--- src/rtl/perf_mon_pkg.sv ---
package perf_mon_pkg;
  localparam int REG_W      = 32;
  localparam int NUM_EVT    = 4;
  localparam int CYC_EN_BIT = 31;

  // control register bits
  localparam int RUN_BIT     = 0;
  localparam int EVT_RST_BIT = 1;
  localparam int CYC_RST_BIT = 2;

  // word indices (byte address >> 2)
  localparam int IX_CTRL   = 0;
  localparam int IX_EN_SET = 1;
  localparam int IX_EN_CLR = 2;
  localparam int IX_SEL0   = 4;
  localparam int IX_CYC    = 8;
  localparam int IX_CNT0   = 9;
  localparam int IX_CNT_HI = IX_CNT0 + NUM_EVT;

  typedef enum logic [1:0] {
    EV_NONE = 2'd0,
    EV_RD   = 2'd1,
    EV_WR   = 2'd2,
    EV_RW   = 2'd3
  } evt_sel_e;
endpackage

--- src/rtl/perf_mon_ctrl.sv ---
module perf_mon_ctrl
  import perf_mon_pkg::*;
#(
  parameter int IDX_W = 6
) (
  input  logic                     clk_i,
  input  logic                     rst_ni,
  input  logic                     we_i,
  input  logic [IDX_W-1:0]         widx_i,
  input  logic [REG_W-1:0]         wdata_i,
  output logic                     run_o,
  output logic [NUM_EVT:0]         en_o,     // bit NUM_EVT = cycle counter
  output logic [NUM_EVT-1:0][1:0]  sel_o,
  output logic                     evt_clr_o,
  output logic                     cyc_clr_o
);
  logic              wr_ctrl, wr_set, wr_clr;
  logic [NUM_EVT:0]  wbits;

  assign wr_ctrl = we_i && (widx_i == IDX_W'(IX_CTRL));
  assign wr_set  = we_i && (widx_i == IDX_W'(IX_EN_SET));
  assign wr_clr  = we_i && (widx_i == IDX_W'(IX_EN_CLR));
  assign wbits   = {wdata_i[CYC_EN_BIT], wdata_i[NUM_EVT-1:0]};

  assign evt_clr_o = wr_ctrl && wdata_i[EVT_RST_BIT];
  assign cyc_clr_o = wr_ctrl && wdata_i[CYC_RST_BIT];

  always_ff @(posedge clk_i or negedge rst_ni) begin
    if (!rst_ni) begin
      run_o <= 1'b0;
      en_o  <= '0;
    end else begin
      if (wr_ctrl) run_o <= wdata_i[RUN_BIT];
      if (wr_set)  en_o  <= en_o | wbits;
      else if (wr_clr) en_o <= en_o & ~wbits;
    end
  end

  for (genvar g = 0; g < NUM_EVT; g++) begin : g_sel
    always_ff @(posedge clk_i or negedge rst_ni) begin
      if (!rst_ni) sel_o[g] <= EV_NONE;
      else if (we_i && (widx_i == IDX_W'(IX_SEL0 + g))) sel_o[g] <= wdata_i[1:0];
    end
  end

  p_set_r2: assert property (@(posedge clk_i) disable iff (!rst_ni)
    wr_set |=> ((en_o & $past(wbits)) == $past(wbits)));
  p_clr_r2: assert property (@(posedge clk_i) disable iff (!rst_ni)
    wr_clr |=> ((en_o & $past(wbits)) == '0));
  p_keep_r2: assert property (@(posedge clk_i) disable iff (!rst_ni)
    !(wr_set || wr_clr) |=> $stable(en_o));
endmodule

--- src/rtl/perf_mon_cnt.sv ---
module perf_mon_cnt #(
  parameter int W = 32
) (
  input  logic         clk_i,
  input  logic         rst_ni,
  input  logic         clr_i,
  input  logic [1:0]   step_i,
  output logic [W-1:0] cnt_o
);
  always_ff @(posedge clk_i or negedge rst_ni) begin
    if (!rst_ni)     cnt_o <= '0;
    else if (clr_i)  cnt_o <= '0;     // clear wins over counting
    else             cnt_o <= cnt_o + W'(step_i);
  end

  p_clear_r6: assert property (@(posedge clk_i) disable iff (!rst_ni)
    clr_i |=> (cnt_o == '0));
  p_hold_r3: assert property (@(posedge clk_i) disable iff (!rst_ni)
    (!clr_i && step_i == 2'd0) |=> $stable(cnt_o));
  p_step_r4: assert property (@(posedge clk_i) disable iff (!rst_ni)
    !clr_i |=> ((cnt_o - $past(cnt_o)) <= W'(2)));
endmodule

--- src/rtl/perf_mon.sv ---
module perf_mon
  import perf_mon_pkg::*;
#(
  parameter int CNT_W  = 32,
  parameter int HI_W   = 8,
  parameter int ADDR_W = 8
) (
  input  logic              clk_i,
  input  logic              rst_ni,
  input  logic              reg_we_i,
  input  logic [ADDR_W-1:0] reg_addr_i,
  input  logic [31:0]       reg_wdata_i,
  output logic [31:0]       reg_rdata_o,
  input  logic              rd_beat_i,
  input  logic              wr_beat_i
);
  localparam int IDX_W  = ADDR_W - 2;
  localparam int WIDE_W = CNT_W + HI_W;

  logic [IDX_W-1:0]              widx;
  logic                          run, evt_clr, cyc_clr;
  logic [NUM_EVT:0]              en;
  logic [NUM_EVT-1:0][1:0]       sel;
  logic [NUM_EVT-1:0][REG_W-1:0] cnt_lo;
  logic [REG_W-1:0]              cnt_hi;
  logic [CNT_W-1:0]              cyc_cnt;
  logic [REG_W-1:0]              en_word;
  logic                          mapped;

  assign widx = reg_addr_i[ADDR_W-1:2];

  perf_mon_ctrl #(.IDX_W(IDX_W)) u_ctrl (
    .clk_i, .rst_ni,
    .we_i(reg_we_i), .widx_i(widx), .wdata_i(reg_wdata_i),
    .run_o(run), .en_o(en), .sel_o(sel),
    .evt_clr_o(evt_clr), .cyc_clr_o(cyc_clr)
  );

  perf_mon_cnt #(.W(CNT_W)) u_cyc (
    .clk_i, .rst_ni, .clr_i(cyc_clr),
    .step_i({1'b0, run & en[NUM_EVT]}), .cnt_o(cyc_cnt)
  );

  for (genvar g = 0; g < NUM_EVT; g++) begin : g_evt
    localparam int W = (g == NUM_EVT - 1) ? WIDE_W : CNT_W;
    logic [W-1:0] cnt;
    logic [1:0]   step;

    assign step = (run && en[g]) ?
                  (2'(sel[g][0] & rd_beat_i) + 2'(sel[g][1] & wr_beat_i)) : 2'd0;

    perf_mon_cnt #(.W(W)) u_cnt (
      .clk_i, .rst_ni, .clr_i(evt_clr), .step_i(step), .cnt_o(cnt)
    );

    assign cnt_lo[g] = REG_W'(cnt[CNT_W-1:0]);
    if (g == NUM_EVT - 1) begin : g_wide
      assign cnt_hi = REG_W'(cnt[WIDE_W-1:CNT_W]);
    end
  end

  always_comb begin
    en_word = '0;
    en_word[NUM_EVT-1:0] = en[NUM_EVT-1:0];
    en_word[CYC_EN_BIT]  = en[NUM_EVT];
  end

  always_comb begin
    reg_rdata_o = '0;
    if (widx == IDX_W'(IX_CTRL))   reg_rdata_o[RUN_BIT] = run;
    if (widx == IDX_W'(IX_EN_SET) || widx == IDX_W'(IX_EN_CLR)) reg_rdata_o = en_word;
    if (widx == IDX_W'(IX_CYC))    reg_rdata_o = REG_W'(cyc_cnt);
    if (widx == IDX_W'(IX_CNT_HI)) reg_rdata_o = cnt_hi;
    for (int g = 0; g < NUM_EVT; g++) begin
      if (widx == IDX_W'(IX_SEL0 + g)) reg_rdata_o = REG_W'(sel[g]);
      if (widx == IDX_W'(IX_CNT0 + g)) reg_rdata_o = cnt_lo[g];
    end
  end

  // independent decode of the populated map for the R9 check
  assign mapped = (widx <= IDX_W'(IX_EN_CLR)) ||
                  (widx >= IDX_W'(IX_SEL0) && widx <= IDX_W'(IX_CNT_HI));

  p_unmapped_r9: assert property (@(posedge clk_i) disable iff (!rst_ni)
    !mapped |-> (reg_rdata_o == '0));
  p_stopped_r3: assert property (@(posedge clk_i) disable iff (!rst_ni)
    (!run && !cyc_clr) |=> $stable(cyc_cnt));
  p_cyc_step_r5: assert property (@(posedge clk_i) disable iff (!rst_ni)
    (run && en[NUM_EVT] && !cyc_clr) |=> (cyc_cnt == $past(cyc_cnt) + CNT_W'(1)));
endmodule

--- config.mk ---
export PLATFORM = sky130hd
export DESIGN_NAME = perf_mon
export DESIGN_NICKNAME = d
export VERILOG_FILES = /design/src/rtl/perf_mon_pkg.sv /design/src/rtl/perf_mon_ctrl.sv /design/src/rtl/perf_mon_cnt.sv /design/src/rtl/perf_mon.sv
export SDC_FILE = /design/constraint.sdc
export NUM_CORES = 1
export LEC_CHECK = 0
export BUFFER_PORTS_ARGS = -buffer_cell sky130_fd_sc_hd__buf_2
export CAP_MARGIN = 15
export CORE_ASPECT_RATIO = 1.2
export CORE_MARGIN = 2
export CORE_UTILIZATION = 30
export CTS_CLUSTER_DIAMETER = 150
export DETAILED_ROUTE_END_ITERATION = 6
export GPL_TIMING_DRIVEN = 1
export RECOVER_POWER = 100
export REMOVE_ABC_BUFFERS = 1
export SLEW_MARGIN = 10
export SYNTH_ARGS = -nofsm -noshare
export SYNTH_HDL_FRONTEND = slang
export SYNTH_HIERARCHICAL = 1
export SYNTH_SLANG_ARGS = --single-unit
--- constraint.sdc ---
create_clock -name clk_i -period 5.7 [get_ports clk_i]
set_input_delay 0.57 -clock clk_i [delete_from_list [all_inputs] [get_ports clk_i]]
set_output_delay 0.57 -clock clk_i [all_outputs]
set_load 0.01 [all_outputs]
## Yosys cells after proc, flatten, opt, wreduce, memory -nomap -nowiden

Cells that the tools add are included.

| storage, ports and cells | value |
|---|---|
| register bits | 182 |
| input port bits | 45 |
| output and inout bits | 32 |

| operators by class | value |
|---|---|
| $add $sub $neg | 9 |
| equality and inequality tests | 12 |
| muxes and demuxes | 23 |
| bitwise gates (word level) | 12 |
| reduce and logical (&&, ||, !) cells | 16 |

Operators by type and width:

| operator | count |
|---|---|
| two-way mux 32 bit | 15 |
| adder 32 x 2 -> 32 bit | 3 |
| adder 40 x 2 -> 40 bit | 1 |
| two-way mux 40 bit | 1 |
| equality test 6 x 4 -> 1 bit (second input constant) | 6 |
| adder 32 x 1 -> 32 bit | 1 |
| equality test 6 x 3 -> 1 bit (second input constant) | 4 |
| logical AND 1 bit | 13 |
| two-way mux 5 bit | 2 |
| bitwise AND 1 bit | 9 |
| adder 1 x 1 -> 2 bit | 4 |
| two-way mux 2 bit | 4 |
| equality test 6 x 1 -> 1 bit (second input constant) | 1 |
| equality test 6 x 2 -> 1 bit (second input constant) | 1 |
| logical NOT 6 bit | 1 |
| bitwise AND 5 bit | 1 |
| NOT 5 bit | 1 |
| bitwise OR 5 bit | 1 |
| nonzero test 2 bit | 1 |
| logical OR 1 bit | 1 |
| two-way mux 1 bit | 1 |

## Depth between registers and ports, before layout

Gate-level depths: netlist of the first run.

| depth | value |
|---|---|
| depth after elaboration | 13 |
| gate-level depth with buffers | 11 |
| mapped depth without buffers | 9 |

## By module

Netlist of the first run, hierarchy kept.

Modules (own cells, without submodules):

| module | times used | cells each | area an instance (sq um) | sequential area each (sq um) |
|---|---|---|---|---|
| perf_mon_cnt at g_evt[0].u_cnt ... | 3 | 173 | 1,660.3 | 800.8 |
| perf_mon_cnt at g_evt[3].u_cnt | 1 | 228 | 2,165.8 | 1,001.0 |
| perf_mon_cnt at u_cyc | 1 | 170 | 1,686.6 | 800.8 |
| perf_mon | 1 | 227 | 1,657.8 | 0.0 |
| perf_mon_ctrl | 1 | 56 | 684.4 | 350.3 |

## Worst setup path before layout of the first run

Ideal clock, no wire load.

| path | value |
|---|---|
| path kind | input to register |
| from | in rd_beat_i |
| to | reg g_evt[3].u_cnt.cnt_o[38] |
| library setup time | 128 ps |
| arrival | 2,962 ps |
| required time | 5,572 ps |
| setup slack | 2,610 ps |
| cell stages on the path | 10 |
| cell sequence | and2_1 -> ha_1 -> and3_1 -> ha_1 -> fa_1 -> nand4_2 -> or4_4 -> buf_6 -> nor4_1 -> mux2_1 |

| between the ends | value |
|---|---|
| cells in the longest elaborated chain, start to end | 5 |

Ends and longest elaborated chain:

| element | RTL line | RTL |
|---|---|---|
| from (decl) | perf_mon.sv:14 | `input logic rd_beat_i,` |
| bitwise AND 1 bit | perf_mon.sv:50 | `(2'(sel[g][0] & rd_beat_i) + 2'(sel[g][1] & wr_beat_i)) : 2'd0;` |
| adder 1 x 1 -> 2 bit | perf_mon.sv:50 |  |
| two-way mux 2 bit | perf_mon.sv:49 | `assign step = (run && en[g]) ?` |
| via g_evt[3].step[0] | perf_mon.sv:47 | `logic [1:0] step;` |
| adder 40 x 2 -> 40 bit | perf_mon_cnt.sv:13 | `else cnt_o <= cnt_o + W'(step_i);` |
| two-way mux 40 bit | perf_mon_cnt.sv:12 | `else if (clr_i) cnt_o <= '0;` |
| to (signal assigned) | perf_mon_cnt.sv:13 |  |
| to (decl) | perf_mon_cnt.sv:8 | `output logic [W-1:0] cnt_o` |

The timed path passes the listed nets, and every way through them passes these cells.
A chain may end at the register's enable or synchronous reset.

## Final worst setup path of the first run

| path | value |
|---|---|
| from | in reg_addr_i[7] |
| to | reg g_evt[2].u_cnt.cnt_o[8] |

| between the ends | value |
|---|---|
| cells in the longest elaborated chain, start to end | 4 |

Ends and longest elaborated chain:

| element | RTL line | RTL |
|---|---|---|
| from (decl) | perf_mon.sv:11 | `input logic [ADDR_W-1:0] reg_addr_i,` |
| logical NOT 6 bit | perf_mon_ctrl.sv:20 | `assign wr_ctrl = we_i && (widx_i == IDX_W'(IX_CTRL));` |
| logical AND 1 bit | perf_mon_ctrl.sv:20 |  |
| logical AND 1 bit | perf_mon_ctrl.sv:25 | `assign evt_clr_o = wr_ctrl && wdata_i[EVT_RST_BIT];` |
| via evt_clr | perf_mon.sv:21 | `logic run, evt_clr, cyc_clr;` |
| two-way mux 32 bit | perf_mon_cnt.sv:12 |  |
| to (signal assigned) | perf_mon_cnt.sv:13 |  |
| to (decl) | perf_mon_cnt.sv:8 |  |

The timed path passes the listed nets, and every way through them passes these cells.

==> results of run 1 <==
-- flip-flops by register name, indices dropped and copies added (netlist names), named ones only --
name               flops
u_cyc/cnt_o           32
g_evt.u_cnt/cnt_o    136
u_ctrl/sel_o           8
u_ctrl/run_o           1
-- routing by layer --
metal,wire length (um),up-vias,track usage (%)
met5,12,-,0
met4,724,2,5.054
met3,1675,39,2.616
met2,14800,269,25.83
met1,14530,4845,23.24
li1,-,4559,-
-- stage by stage --
stage / setup WS (ps) / area (um^2)
after floorplan: 1384 / 10750
after global placement: 2183 / 11650
after detailed placement: 2136 / 11650
after CTS: 2440 / 12230
after global routing: 1335 / 12150
final: 1669 / 12150
-- kinds of logic after synthesis --
group	Yosys count	synth area share, %
other	1	0.03355
adder cells (fa/ha/maj)	19	2.463
multiplexers	19	1.903
XOR/XNOR	63	4.937
AND/OR/NAND/NOR	532	27.52
flip-flops	182	40.75
AO/OA/AOI/OAI	282	17.66
buffers and inverters	102	4.736
-- power by group --
group	internal (mW)	leakage (nW)	switching, mW
Sequential	1.35	2.47	0.0854
Clock	0.658	0.273	0.532
Combinational	0.0854	2.07	0.125
Total	2.09	4.81	0.742
-- final timing paths --
kind | slack (ps) | to | cells past startpoint | start
min in group clk_i | 470 | u_ctrl/sel_o[1] | 2 | reg_wdata_i[1]
worst min register to register | 530 | u_ctrl/sel_o[0] | 1 | u_ctrl/sel_o[0]
worst max register to register | 2460 | g_evt[3].u_cnt/cnt_o[39] | 8 | u_ctrl/sel_o[7]
worst min-delay path | 180 | g_evt[3].u_cnt/cnt_o[7] | 1 | rst_ni
max in group asynchronous | 3070 | g_evt[2].u_cnt/cnt_o[18] | 2 | rst_ni
worst max-delay path | 1670 | g_evt[2].u_cnt/cnt_o[8] | 6 | reg_addr_i[7]
-- cells in the mapped netlist, drive strengths merged, types with 3 or more instances --
library cell  number  area, um^2
fa                 5       100.1
inv               27       101.4
nor2b             22       137.6
nor2              80       310.3
and2              20       127.6
o31ai             66       495.5
a22oi             59       543.0
dfrtp            182        4554
o22ai              3       18.77
o21ai             26       130.1
nor4b              3       53.80
and4              16       141.4
buf               37       281.5
clkbuf            38       146.4
xnor2             32       280.3
or4               76       574.3
nand4             59       390.4
nand2             87       326.6
or3               26       177.7
a222oi             4       40.04
nand3             76       390.4
a32o               3       30.03
xor2              31       271.5
nor3               7       35.03
a221o              6       60.06
mux2              18       202.7
a21o               3       22.52
nand2b             3       18.77
nor4              19       118.9
and3              29       181.4
a21boi             4       30.03
ha                14       175.2
a21oi             94       470.5
-- final cells by class --
cell class | instances | area (um^2)
clock buffers | 20 | 446.7
clock inverters | 12 | 127.6
fillers | 3867 | 24660
inverters | 27 | 101.3
multi-input cells | 917 | 6063
flip-flops and latches | 182 | 4554
well taps | 474 | 593.1
repair buffers | 55 | 260.3
==> impl_metrics.ini, run 1 <==
[cts]
clkTransAtPathRegs_ps = 70
cts.repair.resized = 0
hold_buffers = 0
cts_max_level = 4
cts_sinks = 182
cts_buffers = 17
ctsRootBufferMaster = clkbuf_16
post_cts_buffers = 0
cts_tree = done
clock_latency_ps = 440
cts.path.max_buffers = 2

[die]
floorplan.io_pins = 77
coreArea_um2 = 36800
die_width_um = 180.2
rows = 77
start_util_pct = 30.37
die_height_um = 215.4
die-area_um2 = 38820

[setup_path]
worstPathRequired_ps = 6000
critPathCaptureType = register
cpMaxStageDelayCell = and2_2
crit_type = input port to register
cp_top_family = simple AND/OR/NAND/NOR gates
cp_max_fo = 78
crit_chain = clkbuf_1 > nor4b_1 > and3_1 > and2_2 > buf_4 > nor2_1
startpoint_type = input port
max_stage_delay_ps = 1260
path_buf_inv = 2
arrival_ps = 4330

[timing]
fmax_mhz = 248.1
setup_tns_ps = 0
fin_crit_ps = 4031
maxSlewViolCount = 116
rsz0062_at_grt = no
period_share_pct = 70.71
tightest_slew_ps = 2127
whs_ps = 177.1
max_slew_margin_pct = -41.79
hold_violations = 0
fin_skew_ps = 11.83
setup_viol_count_final = 0

[synth]
ys_ff_latch = 182
synthFlopType = dfrtp_1
synth_cell_type_count = 71
synthArstFlopShare_pct = 100.0
synth_warnings = 6
synth-edff-count = 0
ys_seq_area_share_pct = 40.75
synth.cell_area_um2 = 11180
netlist_instances = 1200
synth.avg_cell_area_um2 = 9.313

[cells_and_area]
final_core_util_pct = 33.00
area_growth_pct = 8.687
mostFrequentLayoutCell = dfrtp_1
stdcell_count = 1687
drive_above_1_share_pct = 9.068
final_cell_mix = dfrtp_1, a21oi_1, nand2_1
diodes = 0
nNetsFinal = 1264

[hold_path]
hold_path.class = input port to async pin

[pwr]
cellPowerDensity_nw_per_um2 = 233.1
leakagePower_nw = 4.811
max-vdd-ir-drop_mv = 0.2071
p_total_mw = 2.832

[placed_design]
gp_congestion = 0.8459
dp_hpwl_um = 22520
dpl.cell_count = 1655
io_buffers = 47

[global_routing]
antenna_found_initial = 1
overflow = 0
grt_max_degree = 85
grt_util_all_layers_pct = 16.44
grt_pass1_vias = 9310
grt_pass1_wl_um = 51660

[routing]
vias_per_cell = 5.758
wl_per_cell_um = 18.82
wl_um = 31750
num_vias = 9714
final_antenna_net_count = 0
detail_route.iter0.violations = 970
drtPass1Iterations = 5
drc = 0

[run]
drv_cap = 2

[outcome]
status = complete, but fails checks
violations = max-capacitance violations, max-slew violations
Power figures use the tool's default switching activity.
==> run 2: changes to the inputs <==
Clock period 5.7 ns to 4.2 ns, I/O delays scaled along.
==> impl_metrics.ini, run 2 (same netlist as run 1, synthesis figures left out) <==
[outcome]
status = complete, but fails checks
violations = max-capacitance violations, max-slew violations

[setup_path]
cpMaxStageDelayCell = or4_1
cp_top_family = simple AND/OR/NAND/NOR gates
startpoint_type = register
path_buf_inv = 0
crit_type = register to register
crit_top_cell = ha_1
max_stage_delay_ps = 920
worstPathRequired_ps = 4530
critPathCaptureType = register
cp_max_fo = 23
arrival_ps = 3820
crit_chain = and2_0 > ha_1 > and3_1 > ha_1 > fa_1 > nand4_1 > or4_1 > nor4_1 > mux2_1

[routing]
wl_met3_um = 1625
wl_per_cell_um = 18.73
wl_met2_um = 14740
drc = 0
final_antenna_net_count = 0
wl_met1_um = 14610
dr.max_layer_used = met4
drtPass1Iterations = 5
wl_um = 31670
detail_route.iter0.violations = 862
vias_per_cell = 5.741
num_vias = 9708

[timing]
period_share_pct = 83.10
hold_violations = 0
rsz0062_at_grt = no
fin_crit_ps = 3490
setup_viol_count_final = 0
fmax_mhz = 286.5
max_slew_margin_pct = -92.94
setup_tns_ps = 0
tightest_slew_ps = 2894
timing.final.ws_setup_ps = 709.8
fin_skew_ps = 18.88
maxSlewViolCount = 107

[hold_path]
hold_path.class = input port to register

[placed_design]
gp_congestion = 0.8916
io_buffers = 47
pre_cts_ws_ps = 790.9
dp_hpwl_um = 22380
dpl.cell_count = 1658

[die]
die_width_um = 180.2
die-area_um2 = 38820
start_util_pct = 30.37
floorplan.io_pins = 77
die_height_um = 215.4
rows = 77
coreArea_um2 = 36800

[global_routing]
overflow = 0
grt_pass1_wl_um = 50940
grt_util_all_layers_pct = 16.26
grt_pass1_vias = 9117
grt_max_degree = 108
antenna_found_initial = 0

[cells_and_area]
fillerInstances = 3825
largest_reg_flops = 136
drive_above_1_share_pct = 9.046
final_core_util_pct = 33.11
mostFrequentLayoutCell = dfrtp_1
final_cell_mix = dfrtp_1, a21oi_1, nand2_1
area_growth_pct = 9.035
stdcell_count = 1691
top_regs = g_evt.u_cnt/cnt_o (136), u_cyc/cnt_o (32), u_ctrl/sel_o (8)
largest-register = g_evt.u_cnt/cnt_o
nNetsFinal = 1267

[pwr]
cellPowerDensity_nw_per_um2 = 315.4
leakagePower_nw = 4.830
max-vdd-ir-drop_mv = 0.2601

[run]
drv_cap = 1

[cts]
cts_max_level = 4
cts_tree = done
clkTransAtPathRegs_ps = 80
hold_buffers = 0
cts_sinks = 182
ctsRootBufferMaster = clkbuf_16
cts.path.max_buffers = 2
cts.repair.resized = 0
clock_latency_ps = 450
post_cts_buffers = 0
cts_buffers = 17
-- run 2: path summary, 6_finish.rpt --
kind | start | to | slack, ps | depth (start not counted)
max | u_ctrl/sel_o[7] | g_evt[3].u_cnt/cnt_o[38] | 710 | 9
max reg2reg | u_ctrl/sel_o[7] | g_evt[3].u_cnt/cnt_o[38] | 710 | 9
min reg2reg | u_ctrl/sel_o[1] | u_ctrl/sel_o[1] | 530 | 1
max in group asynchronous | rst_ni | u_ctrl/sel_o[7] | 1590 | 1
min in group asynchronous | rst_ni | g_evt[3].u_cnt/cnt_o[4] | 830 | 1
min | reg_wdata_i[3] | register | 310 | 3
-- run 2: metal layers --
metal	up-vias	GRT usage (%)
met2	288	25.19
li1	4571	-
met4	0	4.624
met5	-	0
met3	43	2.767
met1	4806	23.31
-- run 2: power by group --
group,internal (mW),switching [mW]
combinational,0.116,0.169
sequential,1.83,0.118
clock,0.822,0.792
-- run 2: worst register-to-register path: cells and delay by family (launching register included) --
family / cells / cell delay, ps
flip-flops: 1 / 400
AND/OR/NAND/NOR: 5 / 1930
multiplexers: 1 / 360
adder cells (fa/ha/maj): 3 / 700
-- run 2: cell type report --
cell class | count | area [um^2] | area share [%]
multi-input combinational | 917 | 6076 | 49.86
sequential | 182 | 4554 | 37.38
timing repair buffer | 58 | 284.0 | 2.331
clock inverter | 13 | 121.4 | 0.9960
inverter | 27 | 101.3 | 0.8317
antenna | 1 | 2.502 | 0.02054
clock buffer | 19 | 452.9 | 3.717
tap | 474 | 593.1 | 4.867
-- run 2: per-stage QoR --
stage               hold WS [ps]  total power, mW  area [um^2]
finish                     310.7            3.843        12190
CTS                        139.6            3.890        12270
floorplan                  124.4            2.116        10750
detailed placement         522.4            2.267        11700
global route               307.7            4.006        12180
global placement           515.6            2.258        11700
